`src/rtl/serial_pad_pkg.sv`:
```
package serial_pad_pkg;
  localparam int unsigned PIN_COUNT = 2;
  localparam int unsigned PIN_CLK   = 0;
  localparam int unsigned PIN_DAT   = 1;

  typedef struct packed {
    logic strong_pu;
    logic weak_pu;
    logic pd_a;
    logic pd_b;
  } pad_drive_t;
endpackage

```
`src/rtl/pad_sync.sv`:
```
module pad_sync #(
  parameter int unsigned STAGES    = 2,
  parameter logic        RESET_VAL = 1'b1
) (
  input  logic clk,
  input  logic rst_n,
  input  logic d,
  output logic q
);
  logic [STAGES-1:0] chain;

  always_ff @(posedge clk or negedge rst_n) begin
    if (!rst_n) chain <= {STAGES{RESET_VAL}};
    else        chain <= {chain[STAGES-2:0], d};
  end

  assign q = chain[STAGES-1];


  sync_delay_chk: assert property (@(posedge clk) disable iff (!rst_n)
    $past(rst_n) |=> (q == $past(chain[STAGES-2])));
endmodule

```
`src/rtl/pad_hold_filter.sv`:
```
module pad_hold_filter #(
  parameter int unsigned HOLD      = 8,
  parameter logic        RESET_VAL = 1'b1
) (
  input  logic clk,
  input  logic rst_n,
  input  logic d,
  output logic q
);
  localparam int unsigned CW = (HOLD < 2) ? 1 : $clog2(HOLD + 1);
  localparam logic [CW-1:0] LAST = CW'(HOLD - 1);

  logic [CW-1:0] run_cnt;
  logic          level;

  always_ff @(posedge clk or negedge rst_n) begin
    if (!rst_n) begin
      level   <= RESET_VAL;
      run_cnt <= '0;
    end else if (d == level) begin
      run_cnt <= '0;
    end else if (run_cnt == LAST) begin
      level   <= d;
      run_cnt <= '0;
    end else begin
      run_cnt <= run_cnt + 1'b1;
    end
  end

  assign q = level;


  run_bound_chk: assert property (@(posedge clk) disable iff (!rst_n)
    run_cnt < CW'(HOLD));


  flip_matches_input_chk: assert property (@(posedge clk) disable iff (!rst_n)
    (q != $past(q)) |-> ($past(d) == q));


  flip_needs_full_run_chk: assert property (@(posedge clk) disable iff (!rst_n)
    (q != $past(q)) |-> ($past(run_cnt) == LAST));
endmodule

```
`src/rtl/pad_drive_mux.sv`:
```
module pad_drive_mux
  import serial_pad_pkg::*;
(
  input  logic       spi_mode,
  input  logic       spi_out,
  input  logic       spi_oe,
  input  logic       i2c_out,
  output pad_drive_t drive
);
  always_comb begin
    drive.weak_pu = 1'b1;
    if (spi_mode) begin
      drive.strong_pu = spi_oe & spi_out;
      drive.pd_a      = spi_oe & ~spi_out;
      drive.pd_b      = 1'b0;
    end else begin
      drive.strong_pu = 1'b0;
      drive.pd_a      = ~i2c_out;
      drive.pd_b      = ~i2c_out;
    end
  end
endmodule

```
`src/rtl/serial_pad_ctrl.sv`:
```
module serial_pad_ctrl
  import serial_pad_pkg::*;
#(
  parameter int unsigned SYNC_STAGES   = 2,
  parameter int unsigned GLITCH_CYCLES = 8,
  parameter int unsigned SPI_HOLD      = 2
) (
  input  logic       clk,
  input  logic       rst_n,
  input  logic       spi_mode,
  input  logic [1:0] spi_out,
  input  logic [1:0] spi_oe,
  input  logic [1:0] i2c_out,
  input  logic       pad_clk,
  input  logic       pad_dat,
  output logic [1:0] pad_strong_pu,
  output logic [1:0] pad_weak_pu,
  output logic [1:0] pad_pd_a,
  output logic [1:0] pad_pd_b,
  output logic       i2c_clk_in,
  output logic       i2c_dat_in,
  output logic       spi_clk_in,
  output logic       spi_dat_in
);
  pad_drive_t            drv [PIN_COUNT];
  logic [PIN_COUNT-1:0]  pad_raw;
  logic [PIN_COUNT-1:0]  pad_s;
  logic [PIN_COUNT-1:0]  i2c_filt;

  assign pad_raw[PIN_CLK] = pad_clk;
  assign pad_raw[PIN_DAT] = pad_dat;

  for (genvar p = 0; p < PIN_COUNT; p++) begin : g_pin
    pad_drive_mux u_mux (
      .spi_mode (spi_mode),
      .spi_out  (spi_out[p]),
      .spi_oe   (spi_oe[p]),
      .i2c_out  (i2c_out[p]),
      .drive    (drv[p])
    );

    assign pad_strong_pu[p] = drv[p].strong_pu;
    assign pad_weak_pu[p]   = drv[p].weak_pu;
    assign pad_pd_a[p]      = drv[p].pd_a;
    assign pad_pd_b[p]      = drv[p].pd_b;

    pad_sync #(.STAGES(SYNC_STAGES), .RESET_VAL(1'b1)) u_sync (
      .clk   (clk),
      .rst_n (rst_n),
      .d     (pad_raw[p]),
      .q     (pad_s[p])
    );

    pad_hold_filter #(.HOLD(GLITCH_CYCLES), .RESET_VAL(1'b1)) u_i2c_filt (
      .clk   (clk),
      .rst_n (rst_n),
      .d     (pad_s[p]),
      .q     (i2c_filt[p])
    );
  end

  pad_hold_filter #(.HOLD(SPI_HOLD), .RESET_VAL(1'b1)) u_spi_clk_filt (
    .clk   (clk),
    .rst_n (rst_n),
    .d     (pad_s[PIN_CLK]),
    .q     (spi_clk_in)
  );

  assign i2c_clk_in = i2c_filt[PIN_CLK];
  assign i2c_dat_in = i2c_filt[PIN_DAT];
  assign spi_dat_in = pad_s[PIN_DAT];


  i2c_no_strong_chk: assert property (@(posedge clk) disable iff (!rst_n)
    !spi_mode |-> (pad_strong_pu == 2'b00));


  i2c_legs_pair_chk: assert property (@(posedge clk) disable iff (!rst_n)
    !spi_mode |-> ((pad_pd_a == pad_pd_b) && (pad_pd_a == ~i2c_out)));


  spi_single_leg_chk: assert property (@(posedge clk) disable iff (!rst_n)
    spi_mode |-> (pad_pd_b == 2'b00));


  spi_released_chk: assert property (@(posedge clk) disable iff (!rst_n)
    spi_mode |-> (((pad_strong_pu | pad_pd_a) & ~spi_oe) == 2'b00));


  weak_always_chk: assert property (@(posedge clk) disable iff (!rst_n)
    pad_weak_pu == 2'b11);


  no_fight_chk: assert property (@(posedge clk) disable iff (!rst_n)
    ((pad_strong_pu & (pad_pd_a | pad_pd_b)) == 2'b00));
endmodule

```
`config.mk`:
```
export PLATFORM = sky130hd
export DESIGN_NAME = serial_pad_ctrl
export DESIGN_NICKNAME = d
export VERILOG_FILES = /design/src/rtl/serial_pad_pkg.sv /design/src/rtl/pad_sync.sv /design/src/rtl/pad_hold_filter.sv /design/src/rtl/pad_drive_mux.sv /design/src/rtl/serial_pad_ctrl.sv
export SDC_FILE = /design/constraint.sdc
export NUM_CORES = 1
export LEC_CHECK = 0
export CAP_MARGIN = 10
export CELL_PAD_IN_SITES_DETAIL_PLACEMENT = 1
export CELL_PAD_IN_SITES_GLOBAL_PLACEMENT = 1
export CORE_AREA = 3 3 51 53
export DETAILED_ROUTE_END_ITERATION = 10
export DIE_AREA = 0 0 54 56
export PLACE_DENSITY = 0.78
export SYNTH_ARGS = -nofsm -noshare
export SYNTH_HDL_FRONTEND = slang
export SYNTH_HIERARCHICAL = 1
export SYNTH_SLANG_ARGS = --single-unit
```
`constraint.sdc`:
```
create_clock -name clk -period 1.3 [get_ports clk]
set_input_delay 0.195 -clock clk [delete_from_list [all_inputs] [get_ports clk]]
set_output_delay 0.195 -clock clk [all_outputs]
set_load 0.005 [all_outputs]
```
==> results of run 1 <==
[state kept, by name (all words and copies together) (netlist names)]
register / cells
g_pin.u_i2c_filt/q: 2
u_spi_clk_filt/run_cnt: 2
g_pin.u_i2c_filt/run_cnt: 8
g_pin.u_sync/chain: 4
u_spi_clk_filt/q: 1
[cell type report]
cell class              instances  area [um2]
well taps                      28        35.0
repair buffers                 25         224
clock inverters                 1        5.00
fillers                       239        1160
clock buffers                   3        22.5
multi-input cells              39         304
flip-flops and latches         17         434
inverters                       1        3.75
[metrics by stage]
stage                     cells  setup WS [ns]
after CTS                   114        0.00423
after detailed placement    106         -0.437
after global routing        114        0.00223
after floorplan              59          0.195
final                       114         0.0449
after global placement      106         -0.387
[cells by family after synthesis]
kind of cell	after synthesis
compound gates	3
xor+xnor	5
fa+ha+maj	2
buf+inv	3
flops	17
mux	4
other cells	2
simple gates	23
[power by group]
part           switching, mW  internal [mW]
registers              0.101          0.700
clock network          0.148          0.114
logic                  0.220          0.347
[per-layer routing]
layer	vias to the layer above	routed length (um)	part of all wire, %	GRT usage, %
li1	252	-	-	-
met4	0	14	1.0	5.34
met3	2	121	8.7	5.63
met5	-	0	0	0
met2	20	780	56	19.0
met1	258	479	34	10.6
[cells in the final DEF (no fill, tap or decap), drive strengths merged, types with 2 or more instances in the layout]
cell type and n:
buf 6, dfstp 7, nor3b 2, ha 2
clkbuf 4, clkdlybuf4s50 8, and3 2, dfrtp 10
xnor2 5, conb 2, nor2b 3, dlygate4sd2 5
o22ai 2, mux2 3, nor2 8, clkdlybuf4s15 4
nand2 3
[path summary, 6_finish.rpt]
path | startpoint | to | slack [ns] | depth (start not counted)
worst min register to register | g_pin[1].u_sync/chain[0] | g_pin[1].u_sync/chain[1] | 0.36 | 0
worst max-delay path | spi_oe[1] | pad_strong_pu[1] | 0.04 | 3
worst min-delay path | rst_n | g_pin[1].u_i2c_filt/run_cnt[2] | 0.23 | 2
worst max register to register | g_pin[0].u_i2c_filt/run_cnt[0] | g_pin[0].u_i2c_filt/q | 0.10 | 4
max in group asynchronous | rst_n | g_pin[0].u_sync/chain[0] | 0.81 | 2
min in group clk | pad_dat | g_pin[1].u_sync/chain[0] | 0.31 | 1
[timing repair]
action / 4_1_cts / 5_1_grt
hold buffers: 0 / 0
buffers inserted: 4 / 0
gates resized for setup: 13 / 9
hold endpoints to repair: 0 / 0
endpoints found under the setup margin: 10 / 7
[worst max-delay path, delay by kind of cell]
kind | cells | cell delay, ns
buf+inv | 2 | 0.68
simple gates | 1 | 0.18
==> results_dict.tcl, run 1 <==
set metrics [dict create \
    status "finished, final reports clean" \
    rsz0062_at_grt "no" \
    critPathLaunchType "primary input" \
    synth_top_area_share_pct 33.3 \
    crit_chain "clkdlybuf4s50_1 > and3_2 > clkdlybuf4s15_1" \
    synth-main-ff-cell "dfrtp_1" \
    synthXorXnorAreaFrac_pct 5.83 \
    hold_viol 0 \
    areaGrowthSynthToFinish_pct 37.0 \
    yosysMostFrequentCell "dfrtp_1" \
    crit_slowest_cell "clkdlybuf4s50_1" \
    grt_pass1_vias 584 \
    finalSetupViolCount 0 \
    arrival_ns 1.06 \
    cts_buffer_depth 2 \
    peakVddDrop_mv 0.843 \
    synth_area_leaders "dfrtp_1 33%, dfstp_2 25%, mux2_4 6.0%, xnor2_1 5.8%, nor2_1 3.5%" \
    ios 23 \
    synth_compound_area_share_pct 3.33 \
    synth-seq-cells 17 \
    tns_ns 0 \
    grt_max_degree 18 \
    postPlaceCellArea_um2 978 \
    synth_edf_count 0 \
    numPortBuffers 20 \
    max_freq_mhz 797 \
    rows 17 \
    cp_max_fo 2 \
    synth_top_area_cell "dfrtp_1" \
    max_cap_viol_count 0 \
    ys.warnings.count 6 \
    syn_area_per_cell_um2 12.7 \
    dp_hpwl_um 1120 \
    synth.area.mux_share_pct 7.33 \
    fin_util_pct 46.9 \
    place_congestion 0.600 \
    clock_skew_ns 0.00649 \
    p_total_mw 1.63 \
    async_flop_share_pct 100 \
    layout_min_cycle_time_ns 1.26 \
    grt_overflow_total 0 \
    max_stage_delay_ns 0.47 \
    post-route-period-util_pct 96.5 \
    core-area_um2 2190 \
    synthCells 59 \
    cts_num_sinks 17 \
    via_per_inst 4.67 \
    clock_latency_ns 0.28 \
    drc 0 \
    ys_top_cells_by_count "10 x dfrtp_1, 7 x dfstp_2, 7 x nor2_1" \
    antennaDiodeCount 0 \
    slew_viol_final 0 \
    drt_iter0_drc 3 \
    dieArea_um2 3020 \
    cp.required_ns 1.11 \
    antenna_found_initial 0 \
    initial_core_util_pct 34.3 \
    synth_area_um2 751 \
    leakage_nw 0.479 \
    cp-end-kind "primary output" \
    yosys.area_share.simple_pct 18.8 \
    hold_ws_ns 0.228 \
    clk_pin_slew_ns 0.09 \
    hold_class "primary input to async pin" \
    numCtsBuffers 3 \
    fin_nets 100 \
    dr.pass1.iters 2 \
    dr_total_vias 532 \
    ant_nets 0 \
    critPathKind "primary input to primary output" \
    synth_top_family_by_area "simple AND/OR/NAND/NOR gates" \
    ctsHtreeMaxLevel 1 \
    layout-drive-gt1-share_pct 33.7 \
    p_per_area_nw_per_um2 1590 \
    drt_wl_total_um 1400 \
    synth_cell_types 24 \
    die_w_um 54 \
    grt_usage_pct 11.1 \
    cts_tree "yes" \
    grt_pass1_wl_um 2440 \
    synthesis.nets 72 \
    final_area_um2 1030 \
    ys_seq_area_share_pct 57.8 \
    synth_fa_ha_area_share_pct 3.33 \
    die_h_um 56 \
    wl_per_cell_um 12.2 \
    cts-root-buf "clkbuf_4" \
]
Power figures use the tool's default switching activity.
==> inputs of run 2 (changes only) <==
- CAP_MARGIN: 10 -> unset
- CTS_CLUSTER_SIZE: unset -> 10
==> results of run 2 <==
Final layout, timing and power as in run 1 (identical DEF).
==> inputs of run 3 (changes only) <==
- CORE_AREA: 3 3 51 53 -> 3 3 54 51
- DIE_AREA: 0 0 54 56 -> 0 0 57 54
- PLACE_DENSITY: 0.78 -> 0.77
==> run 3 against run 2 <==
- core utilization fell by 0.24 points
- design area did not move
- clock skew fell by 0.0057 ns
- combinational power fell by 0.7%
==> results_dict.tcl, run 3 (synthesized netlist as in run 1, its figures left out) <==
set metrics [dict create \
    layout_common_cells "10 x dfrtp_1, 8 x clkdlybuf4s50_1, 7 x nor2_1, 7 x dfstp_2, 7 x dlygate4sd2_1" \
    use_met1_pct 12.7 \
    die_h_um 54 \
    drc 0 \
    critPathKind "primary input to primary output" \
    areaGrowthSynthToFinish_pct 37.0 \
    numPortBuffers 20 \
    antenna_found_initial 0 \
    cp-end-kind "primary output" \
    dr.pass1.iters 2 \
    hold_viol 0 \
    gr-max-usage-layer "met2" \
    wl_per_cell_um 13.1 \
    cts_num_sinks 17 \
    initial_core_util_pct 34.1 \
    max_freq_mhz 788 \
    numCtsBuffers 3 \
    grt_max_degree 18 \
    rows 16 \
    use_met3_pct 4.56 \
    largest_reg_flops 8 \
    ios 23 \
    reg2reg_to "g_pin[0].u_i2c_filt/q" \
    postPlaceCellArea_um2 985 \
    clock_skew_ns 0.000766 \
    cts_tree "yes" \
    drt_iter0_drc 5 \
    clk_pin_slew_ns 0.09 \
    grt_usage_pct 11.4 \
    critPathLaunchType "primary input" \
    slew_viol_final 0 \
    grt_pass1_vias 556 \
    worstReg2RegStart "g_pin[0].u_i2c_filt/run_cnt[0]" \
    arrival_ns 1.07 \
    grt_overflow_total 0 \
    layout-drive-gt1-share_pct 33.3 \
    die_w_um 57 \
    rrSetupSlack_ns 0.10 \
    max_cap_viol_count 0 \
    via_per_inst 4.50 \
    leakage_nw 0.476 \
    status "finished, final reports clean" \
    peakVddDrop_mv 1.13 \
    place_congestion 0.735 \
    layout_min_cycle_time_ns 1.27 \
    drt_wl_total_um 1500 \
    cp_max_fo 2 \
    dr_total_vias 513 \
    p_total_mw 1.64 \
    rsz0062_at_grt "yes" \
    finalSetupViolCount 0 \
    rr_worst_depth 4 \
    core-area_um2 2200 \
    top_regs "g_pin.u_i2c_filt/run_cnt (8), g_pin.u_sync/chain (4)" \
    hold_ws_ns 0.226 \
    p_per_area_nw_per_um2 1590 \
    dp_hpwl_um 1210 \
    clock_latency_ns 0.28 \
    tns_ns 0 \
    globalRouteMet2Util_pct 20.9 \
    ant_nets 0 \
    ctsHtreeMaxLevel 1 \
    hold_class "primary input to async pin" \
    antennaDiodeCount 0 \
    cts_hold_buf 0 \
    final_area_um2 1030 \
    cts_buffer_depth 2 \
    cts-root-buf "clkbuf_4" \
    dieArea_um2 3080 \
    cp.required_ns 1.11 \
    mostFrequentLayoutCell "dfrtp_1" \
    fin_util_pct 46.7 \
    fin_nets 101 \
    regMostFlops "g_pin.u_i2c_filt/run_cnt" \
    post-route-period-util_pct 97.6 \
    grt_pass1_wl_um 2590 \
]
## run 3: timing repair
| action | CTS | global route |
|---|---|---|
| resized for setup | 15 | 6 |
| pin swaps | 0 | 1 |
| setup buffers | 4 | 0 |
| setup endpoints to repair | 10 | 5 |
## run 3: layer usage
metal	vias to the layer above	part of all wire, %
li1	250	-
met1	253	39
met2	10	57
met3	0	3.9
met4	0	0
met5	-	0
## run 3: layout make-up
class                   count  area (um2)
inverters                   1        3.75
flip-flops and latches     17         434
clock buffers               4        26.3
multi-input cells          39         304
fillers                   246        1170
repair buffers             26         226
well taps                  27        33.8
## run 3: per-stage QoR
stage          setup slack, ns  cells
6_report                0.0308    114
5_1_grt                -0.0106    114
4_1_cts               -0.00872    114
3_5_place_dp            -0.481    106
3_3_place_gp            -0.375    106
2_1_floorplan            0.195     59
## run 3: power by group
part,switching [mW],internal [mW],leakage (nW)
clock network,0.152,0.119,0.0150
logic,0.218,0.345,0.254
registers,0.104,0.700,0.206
## run 3: worst max-delay path by stage
stage | cells past startpoint | endpoint | start | slack, ns
5_1_grt | 4 | pad_pd_a[1] | spi_oe[1] | -0.01
3_5_place_dp | 4 | pad_pd_a[1] | spi_mode | -0.48
6_report | 3 | pad_strong_pu[1] | spi_oe[1] | 0.03
4_1_cts | 4 | pad_pd_a[1] | spi_oe[1] | -0.009
2_1_floorplan | 3 | g_pin[1].u_i2c_filt/q | g_pin[1].u_i2c_filt/run_cnt[0] | 0.19
3_3_place_gp | 4 | pad_pd_a[1] | spi_mode | -0.38
## run 3: worst max-delay path, stage by stage
cell and delay, ns:
clkdlybuf4s50_1 0.43, and3_2 0.20, dlygate4sd2_1 0.26
